<file path="config.mk">
export PLATFORM = sky130hd
export DESIGN_NAME = tagged_mem_guard
export DESIGN_NICKNAME = d
export VERILOG_FILES = /design/src/rtl/tagchk_pkg.sv /design/src/rtl/tagchk_ctrl.sv /design/src/rtl/tagchk_dpath.sv /design/src/rtl/tagged_mem_guard.sv
export SDC_FILE = /design/constraint.sdc
export NUM_CORES = 2
export LEC_CHECK = 0
export CAP_MARGIN = 20
export CORE_MARGIN = 1.5
export CORE_UTILIZATION = 55
export DETAILED_ROUTE_END_ITERATION = 8
export GPL_ROUTABILITY_DRIVEN = 0
export PLACE_DENSITY = 0.72
export SYNTH_ARGS = -nofsm -noshare
export SYNTH_HDL_FRONTEND = slang
export SYNTH_HIERARCHICAL = 1
export SYNTH_SLANG_ARGS = --single-unit
</file>
<file path="constraint.sdc">
create_clock -name clk -period 13.75 [get_ports clk]
set_input_delay 1.375 -clock clk [delete_from_list [all_inputs] [get_ports clk]]
set_output_delay 1.375 -clock clk [all_outputs]
set_load 0.005 [all_outputs]
</file>
<file path="src/rtl/tagchk_pkg.sv">
`timescale 1ns/1ps
package tagchk_pkg;
  // strobes from control to datapath
  typedef struct packed {
    logic tagWr;     // write one granule tag this cycle
    logic accFire;   // an access is accepted
    logic storeEn;   // accepted store that passed the check
    logic loadEn;    // accepted load (pass or fail)
    logic faultSet;  // accepted access failed the check
  } strobe_t;
endpackage

</file>
<file path="src/rtl/tagchk_ctrl.sv">
`timescale 1ns/1ps
module tagchk_ctrl
  import tagchk_pkg::*;
#(
  parameter int GIDX_W = 4,
  parameter int TAG_W  = 4,
  localparam int LEN_W = GIDX_W + 1
) (
  input  logic              clk,
  input  logic              rstN,
  input  logic              cmdValid,
  input  logic [GIDX_W-1:0] cmdBase,
  input  logic [LEN_W-1:0]  cmdLen,
  input  logic [TAG_W-1:0]  cmdTag,
  input  logic              accValid,
  input  logic              accWrite,
  input  logic              tagMatch,
  output strobe_t           st,
  output logic [GIDX_W-1:0] tagIdx,
  output logic [TAG_W-1:0]  tagVal,
  output logic              busy
);
  logic              busyQ;
  logic [GIDX_W-1:0] idxQ;
  logic [LEN_W-1:0]  leftQ;
  logic [TAG_W-1:0]  tagQ;
  logic              cmdStart;

  assign cmdStart = !busyQ && cmdValid && (cmdLen != '0);

  always_ff @(posedge clk) begin
    if (!rstN) begin
      busyQ <= 1'b0;
      idxQ  <= '0;
      leftQ <= '0;
      tagQ  <= '0;
    end else if (busyQ) begin
      idxQ  <= idxQ + 1'b1;
      leftQ <= leftQ - 1'b1;
      if (leftQ == LEN_W'(1)) busyQ <= 1'b0;
    end else if (cmdStart) begin
      busyQ <= 1'b1;
      idxQ  <= cmdBase;
      leftQ <= cmdLen;
      tagQ  <= cmdTag;
    end
  end

  always_comb begin
    st.tagWr    = busyQ;
    st.accFire  = accValid && !busyQ;
    st.storeEn  = st.accFire && accWrite && tagMatch;
    st.loadEn   = st.accFire && !accWrite;
    st.faultSet = st.accFire && !tagMatch;
  end

  assign tagIdx = idxQ;
  assign tagVal = tagQ;
  assign busy   = busyQ;

  assert_cmd_start_R7: assert property (@(posedge clk) disable iff (!rstN)
    cmdStart |=> busyQ);
  assert_busy_end_R7: assert property (@(posedge clk) disable iff (!rstN)
    (busyQ && leftQ == LEN_W'(1)) |=> !busyQ);
  assert_idx_step_R7: assert property (@(posedge clk) disable iff (!rstN)
    (busyQ && leftQ != LEN_W'(1)) |=> (busyQ && idxQ == GIDX_W'($past(idxQ) + 1'b1)));
endmodule

</file>
<file path="src/rtl/tagchk_dpath.sv">
`timescale 1ns/1ps
module tagchk_dpath
  import tagchk_pkg::*;
#(
  parameter int ADDR_W   = 8,
  parameter int DATA_W   = 32,
  parameter int TAG_W    = 4,
  parameter int GRAN_LSB = 4,
  localparam int WORD_LSB = $clog2(DATA_W / 8),
  localparam int GIDX_W   = ADDR_W - GRAN_LSB,
  localparam int WIDX_W   = ADDR_W - WORD_LSB,
  localparam int NGRAN    = 1 << GIDX_W,
  localparam int NWORD    = 1 << WIDX_W
) (
  input  logic              clk,
  input  logic              rstN,
  input  strobe_t           st,
  input  logic [GIDX_W-1:0] tagIdx,
  input  logic [TAG_W-1:0]  tagVal,
  input  logic [TAG_W-1:0]  ptrTag,
  input  logic [ADDR_W-1:0] ptrAddr,
  input  logic [DATA_W-1:0] wrData,
  input  logic              clearFault,
  output logic              tagMatch,
  output logic              rdValid,
  output logic [DATA_W-1:0] rdData,
  output logic              faultFlag,
  output logic [ADDR_W-1:0] faultAddr,
  output logic [TAG_W-1:0]  faultPtrTag,
  output logic [TAG_W-1:0]  faultMemTag
);
  logic [TAG_W-1:0]  tagArr  [NGRAN];
  logic [DATA_W-1:0] dataMem [NWORD];
  logic [GIDX_W-1:0] gIdx;
  logic [WIDX_W-1:0] wIdx;
  logic [TAG_W-1:0]  granTag;

  assign gIdx     = ptrAddr[ADDR_W-1:GRAN_LSB];
  assign wIdx     = ptrAddr[ADDR_W-1:WORD_LSB];
  assign granTag  = tagArr[gIdx];
  assign tagMatch = (ptrTag == granTag);

  // one tag register per granule
  for (genvar g = 0; g < NGRAN; g++) begin : gTag
    logic [TAG_W-1:0] tagQ;
    always_ff @(posedge clk) begin
      if (!rstN) tagQ <= '0;
      else if (st.tagWr && tagIdx == GIDX_W'(g)) tagQ <= tagVal;
    end
    assign tagArr[g] = tagQ;
  end

  always_ff @(posedge clk) begin
    if (!rstN) begin
      for (int i = 0; i < NWORD; i++) dataMem[i] <= '0;
    end else if (st.storeEn) begin
      dataMem[wIdx] <= wrData;
    end
  end

  always_ff @(posedge clk) begin
    if (!rstN) begin
      rdValid <= 1'b0;
      rdData  <= '0;
    end else begin
      rdValid <= st.loadEn;
      if (st.loadEn) rdData <= tagMatch ? dataMem[wIdx] : '0;
    end
  end

  always_ff @(posedge clk) begin
    if (!rstN) begin
      faultFlag   <= 1'b0;
      faultAddr   <= '0;
      faultPtrTag <= '0;
      faultMemTag <= '0;
    end else if (st.faultSet && (clearFault || !faultFlag)) begin
      faultFlag   <= 1'b1;
      faultAddr   <= ptrAddr;
      faultPtrTag <= ptrTag;
      faultMemTag <= granTag;
    end else if (clearFault) begin
      faultFlag <= 1'b0;
    end
  end

  assert_fault_set_R6: assert property (@(posedge clk) disable iff (!rstN)
    st.faultSet |=> faultFlag);
  assert_fault_hold_R6: assert property (@(posedge clk) disable iff (!rstN)
    (faultFlag && !clearFault) |=> (faultFlag && $stable(faultAddr)
      && $stable(faultPtrTag) && $stable(faultMemTag)));
  assert_zero_load_R5: assert property (@(posedge clk) disable iff (!rstN)
    (st.loadEn && !tagMatch) |=> (rdValid && rdData == '0));
endmodule

</file>
<file path="src/rtl/tagged_mem_guard.sv">
`timescale 1ns/1ps
module tagged_mem_guard
  import tagchk_pkg::*;
#(
  parameter int ADDR_W   = 8,
  parameter int DATA_W   = 32,
  parameter int TAG_W    = 4,
  parameter int PTR_W    = 64,
  parameter int TAG_LSB  = 56,
  parameter int GRAN_LSB = 4,
  localparam int GIDX_W   = ADDR_W - GRAN_LSB,
  localparam int LEN_W    = GIDX_W + 1,
  localparam int WORD_LSB = $clog2(DATA_W / 8)
) (
  input  logic              clk,
  input  logic              rstN,
  input  logic              cmdValid,
  input  logic [GIDX_W-1:0] cmdBase,
  input  logic [LEN_W-1:0]  cmdLen,
  input  logic [TAG_W-1:0]  cmdTag,
  input  logic              accValid,
  input  logic              accWrite,
  input  logic [PTR_W-1:0]  accPtr,
  input  logic [DATA_W-1:0] accWrData,
  input  logic              clearFault,
  output logic              busy,
  output logic              rdValid,
  output logic [DATA_W-1:0] rdData,
  output logic              faultFlag,
  output logic [ADDR_W-1:0] faultAddr,
  output logic [TAG_W-1:0]  faultPtrTag,
  output logic [TAG_W-1:0]  faultMemTag
);
  strobe_t           st;
  logic              tagMatch;
  logic [GIDX_W-1:0] tagIdx;
  logic [TAG_W-1:0]  tagVal;
  logic              unusedPtrBits;

  assign unusedPtrBits = ^{accPtr[PTR_W-1:TAG_LSB+TAG_W], accPtr[TAG_LSB-1:ADDR_W],
                           accPtr[WORD_LSB-1:0]};

  tagchk_ctrl #(.GIDX_W(GIDX_W), .TAG_W(TAG_W)) i_ctrl (
    .clk, .rstN, .cmdValid, .cmdBase, .cmdLen, .cmdTag,
    .accValid, .accWrite, .tagMatch, .st, .tagIdx, .tagVal, .busy
  );

  tagchk_dpath #(.ADDR_W(ADDR_W), .DATA_W(DATA_W), .TAG_W(TAG_W),
                 .GRAN_LSB(GRAN_LSB)) i_dpath (
    .clk, .rstN, .st, .tagIdx, .tagVal,
    .ptrTag(accPtr[TAG_LSB+TAG_W-1:TAG_LSB]),
    .ptrAddr(accPtr[ADDR_W-1:0]),
    .wrData(accWrData), .clearFault, .tagMatch,
    .rdValid, .rdData, .faultFlag, .faultAddr, .faultPtrTag, .faultMemTag
  );
endmodule

</file>
Yosys cells after proc, flatten, opt, wreduce, memory -nomap -nowiden
Memory sizes are Yosys's and may differ from the RTL's.
Cells that the tools add are included.
{"block": "totals", "output_inout_bits": 51, "memories": 1, "regBits": 128, "wordCells": 104, "mem_bits_rw": 2048, "in_bits": 115}
{"name": "i_dpath.dataMem", "words": 64, "width": 32, "rd": 1, "rd_clocked_by_memory_dff": 0, "write_ports": 64, "line_no": "tagchk_dpath.sv:33", "rtl": "logic [DATA_W-1:0] dataMem [NWORD];"}
{"block": "classes", "n_lt_le_gt_ge": 1, "n_reduce_logical": 35, "n_addsub": 2, "eq_ne": 17, "mux": 20, "n_bitwise": 2}
{"operator": "$mux W32", "count": 2}
{"operator": "$eq A4 B4 Y1 const B", "count": 8}
{"operator": "$reduce_or A32 Y1", "count": 1}
{"operator": "$logic_and A1 B1 Y1", "count": 24}
{"operator": "$bmux W4 S4", "count": 1}
{"operator": "$eq A4 B3 Y1 const B", "count": 4}
{"operator": "$mux W4", "count": 4}
{"operator": "$mux W1", "count": 10}
{"operator": "$mux W5", "count": 2}
{"operator": "$eq A4 B2 Y1 const B", "count": 2}
{"operator": "$mux W6", "count": 1}
{"operator": "$eq A5 B1 Y1 const B", "count": 1}
{"operator": "$ge A5 B5 Y1 const B", "count": 1}
{"operator": "$not A4 Y5", "count": 1}
{"operator": "$reduce_bool A5 Y1", "count": 1}
{"operator": "$sub A5 B1 Y5 const B", "count": 1}
{"operator": "$add A4 B1 Y4 const B", "count": 1}
{"operator": "$eq A4 B1 Y1 const B", "count": 1}
{"operator": "$eq A4 B4 Y1", "count": 1}
{"operator": "$logic_not A1 Y1", "count": 4}
{"operator": "$logic_not A4 Y1", "count": 1}
{"operator": "$reduce_bool A2 Y1", "count": 2}
{"operator": "$reduce_and A2 Y1", "count": 1}
{"operator": "$logic_or A1 B1 Y1", "count": 1}
{"operator": "$not A1 Y1", "count": 1}

Depth between registers and ports, before layout
{"block": "logic_depth", "word_depth": 11, "ltp_mapped": 15, "mapped_depth_nobuf": 10}

By module
The synthesis kept the hierarchy.
{"module": "tagchk_dpath", "area_per_inst_um2": 92301.0, "n_inst": 1, "cells_each": 6880, "seq_area_each_um2": 63781.2}
{"module": "tagchk_ctrl", "area_per_inst_um2": 770.7, "n_inst": 1, "cells_each": 81, "seq_area_each_um2": 280.3}

Worst setup path before layout
Ideal clock, no wire load.
{"block": "synth_path", "kind": "input port to flip-flop", "from": "input port accPtr[5]", "to": "memory i_dpath.dataMem[0][0] (enable)", "required_ns": 13.284, "path_slack_ns": 7.342, "cell_stages": 13, "setup_ns": 0.466, "n_path_buf": 4, "arrival_time_ns": 5.943, "path_cell_list": "buf_6 -> or3b_1 -> buf_2 -> o22ai_1 -> nor4_4 -> xnor2_1 -> nor4_2 -> and3_1 -> and2_1 -> clkbuf_1 -> nand2_1 -> clkbuf_1 -> o21ai_0"}
{"element": "start, declared", "line_no": "tagged_mem_guard.sv:23", "rtl": "input logic [PTR_W-1:0] accPtr,"}
{"element": "end, declared", "line_no": "tagchk_dpath.sv:33"}

==> results.py <==
metrics = {
    "synth": {
        "synth.most_common_cell": "and2_1",
        "synth_edf_count": 2048,
        "synth.top_cell.area_share_pct": 66.1,
        "syn_inst": 6961,
        "syn_nets": 7079,
        "synth_area_um2": 93100,
        "avgSynthCellArea_um2": 13.4,
        "synth-seq-cells": 2176,
        "synth_commonest_cells": "and2_1, edfxtp_1, o22ai_1, clkbuf_1, nor4_1",
        "synth-seq-area-share_pct": 68.8,
        "synth_top_area_cell": "edfxtp_1",
        "yosys-top-cells-area": "edfxtp_1, and2_1, o22ai_1, dfxtp_1, clkbuf_1",
        "ys_types": 64,
        "async_reset_ff_share_pct": 0,
        "synth_top_flop_cell": "edfxtp_1",
        "ys_warn_count": 6,
    },
    "place": {
        "place_inst": 8745,
        "port_buffers": 113,
        "place_hpwl_mm": 159,
    },
    "global_route": {
        "grt_pass1_wl_mm": 424,
        "antenna_found_initial": 19,
        "grt_usage_pct": 34.3,
        "overflow": 0,
        "grt_pass1_vias": 59500,
        "grt_start_max_net_pins": 106,
    },
    "sta": {
        "fin_tns_setup_ns": 0,
        "fin_crit_sh_pct": 48.6,
        "slew_headroom_pct": 14.8,
        "min_period_ns": 6.68,
        "skew_ns": 0.0604,
        "rsz0062_at_grt": "false",
        "hold_viol_final": 0,
        "maxSlewViolCount": 0,
        "max_freq_mhz": 150,
        "worst_pin_slew_ns": 1.28,
        "finalSetupViolations": 0,
    },
    "clock_tree": {
        "cts_made_buffers": 216,
        "postCtsSetupBuffers": 0,
        "clockRootBuffer": "clkbuf_16",
        "clk_latency_ns": 0.88,
        "clkTransAtPathRegs_ns": 0.06,
        "cts-resized-gates": 0,
        "ctsHtreeMaxLevel": 4,
        "cts.sinks": 2176,
        "cts_tree": "done",
        "cts.path.max_buffers": 3,
        "cts-hold-fix-buffers": 0,
    },
    "setup_path": {
        "crit_arrival_ns": 7.41,
        "path_class": "input pin to flop",
        "path_max_fanout": 32,
        "cp-end-kind": "flop",
        "start_kind": "input pin",
        "required_ns": 14.48,
        "cp_cell_sequence": "clkdlybuf4s50_1 -> buf_4 -> nand3b_1 -> o22ai_1 -> o21a_1 -> a211oi_1 -> nor4_2 -> and3_1 -> and2_1 -> nand2_1 -> buf_4 -> nor2_4 -> and2_1",
        "max_stage_delay_ns": 0.81,
        "cp_slowest_cell": "nand3b_1",
    },
    "detailed_routing": {
        "drc_errors": 0,
        "vias": 61700,
        "drtPass1Iterations": 8,
        "antenna_left": 0,
        "wl_mm": 301,
        "viasPerCell": 6.73,
        "drt_first_iter_violations": 9788,
        "wl_per_cell_um": 32.8,
    },
    "final_layout": {
        "area_growth_pct": 11.8,
        "nets": 6893,
        "final_cells": 9169,
        "fill_cells": 12200,
        "drive_above_1_share_pct": 10.9,
    },
    "die": {
        "num_rows": 150,
        "start_util_pct": 55.5,
        "io_pins": 166,
        "coreArea_um2": 168000,
        "die_h_um": 414,
        "dieArea_um2": 172000,
        "fp.dieW_um": 414,
    },
    "power_and_ir_drop": {
        "p_switching_mw": 3.40,
        "p_clk_share_pct": 41.3,
        "power.density_nw_per_um2": 140,
        "power_switching_share_pct": 23.4,
        "power_frac_comb_pct": 7.1,
        "leakage_nw": 37.2,
        "ir_drop_mv": 0.135,
        "intPower_mw": 11.1,
        "p_seq_share_pct": 51.6,
    },
    "outcome": {
        "status": "finished clean",
    },
    "run": {
        "cap_violations": 0,
    },
    "min_path": {
        "hold_path_class": "flop to flop",
    },
}
-- registers in the layout, summed over array words and instances, names as in the netlist --
name                 count
i_ctrl/busy              1
i_ctrl/leftQ             5
i_ctrl/tagIdx            4
i_ctrl/tagVal            4
i_dpath/dataMem       2048
i_dpath/faultAddr        8
i_dpath/faultFlag        1
i_dpath/faultMemTag      4
i_dpath/faultPtrTag      4
i_dpath/gTag.tagQ       64
i_dpath/rdData          32
i_dpath/rdValid          1
-- cells in the final DEF (no fill, tap or decap), drive strengths merged, types with 4 or more instances in the layout --
cell           instances
a211oi                 9
a21boi                21
a21oi                  9
a221oi                13
a22o                  40
a22oi                 16
a31oi                  8
and2                2053
and3                   4
buf                  263
bufinv                24
clkbuf               286
clkdlybuf4s50         78
clkinv                87
clkinvlp               4
dfxtp                128
diode                  6
edfxtp              2048
inv                   13
mux2i                 91
nand2                 54
nand2b                 7
nand3                  9
nand3b                 9
nor2                  91
nor2b                 60
nor3                  96
nor3b                  6
nor4                 181
o21ai                 74
o221ai                91
o22a                  90
o22ai                940
o41ai                  9
or3                    4
or3b                   8
xnor2                  5
-- worst paths after layout --
check | start | to | slack (ns) | cells past startpoint
setup / recovery | accPtr[6] | i_dpath/dataMem[13][26] | 7.07 | 13
hold / removal | i_dpath/faultAddr[2] | i_dpath/faultAddr[2] | 0.47 | 2
setup reg to reg | i_dpath/gTag[3].tagQ[0] | i_dpath/dataMem[13][26] | 8.84 | 11
hold reg to reg | i_dpath/faultAddr[2] | i_dpath/faultAddr[2] | 0.47 | 2
-- power groups by stage --
stage,Clock (mW),Combinational (mW),Sequential (mW)
finish,6.00,1.03,7.51
global route,6.28,1.03,7.52
CTS,6.02,0.978,7.51
detailed placement,0,0.975,7.65
global placement,0,0.966,7.63
floorplan,0,0.473,7.64
-- cell families after synthesis --
family	after synthesis	share of synthesized area (%)
compound gates	1338	9.70
xor+xnor	5	0.0470
fa+ha+maj	3	0.0403
buf+inv	757	3.38
flops	2176	68.8
mux	94	1.01
simple gates	2588	17.0
-- layer usage --
layer / global-route usage (%) / vias up / share of wire [%]
met5: 0 / - / 0.11
met4: 18.1 / 8 / 5.9
met3: 10.1 / 748 / 14
met2: 52.0 / 4596 / 45
met1: 44.9 / 30800 / 35
li1: - / 25500 / -
-- area by class of cell --
type                       count  area, µm²  share of cell area, %
sequential                  2176      64100                   61.6
inverter                       9       33.8                 0.0325
clock buffer                 283       5850                   5.62
multi-input combinational   4028      27100                   26.0
tap                         2204       2760                   2.65
clock inverter               119       1380                   1.32
timing repair buffer         344       2860                   2.75
antenna                        6       15.0                 0.0144
-- worst max-delay path: cells and delay by family --
kind / cells / cell delay [ns]
simple gates: 7 / 3.78
buf+inv: 3 / 1.25
compound gates: 3 / 0.91
-- stage by stage --
stage / utilization [%] / power (mW) / setup WS (ns) / hold WS, ns / area (µm²)
5_1_grt: 62.1 / 14.8 / 7.05 / 0.498 / 104000
2_1_floorplan: - / 8.12 / 7.34 / 0.443 / 93100
3_3_place_gp: 57.7 / 8.60 / 6.50 / 0.453 / 96600
3_5_place_dp: 57.7 / 8.62 / 6.42 / 0.463 / 96700
4_1_cts: 62.0 / 14.5 / 7.32 / 0.472 / 104000
6_report: 62.1 / 14.5 / 7.07 / 0.467 / 104000
Note: power is estimated with default switching activity, not from simulation.
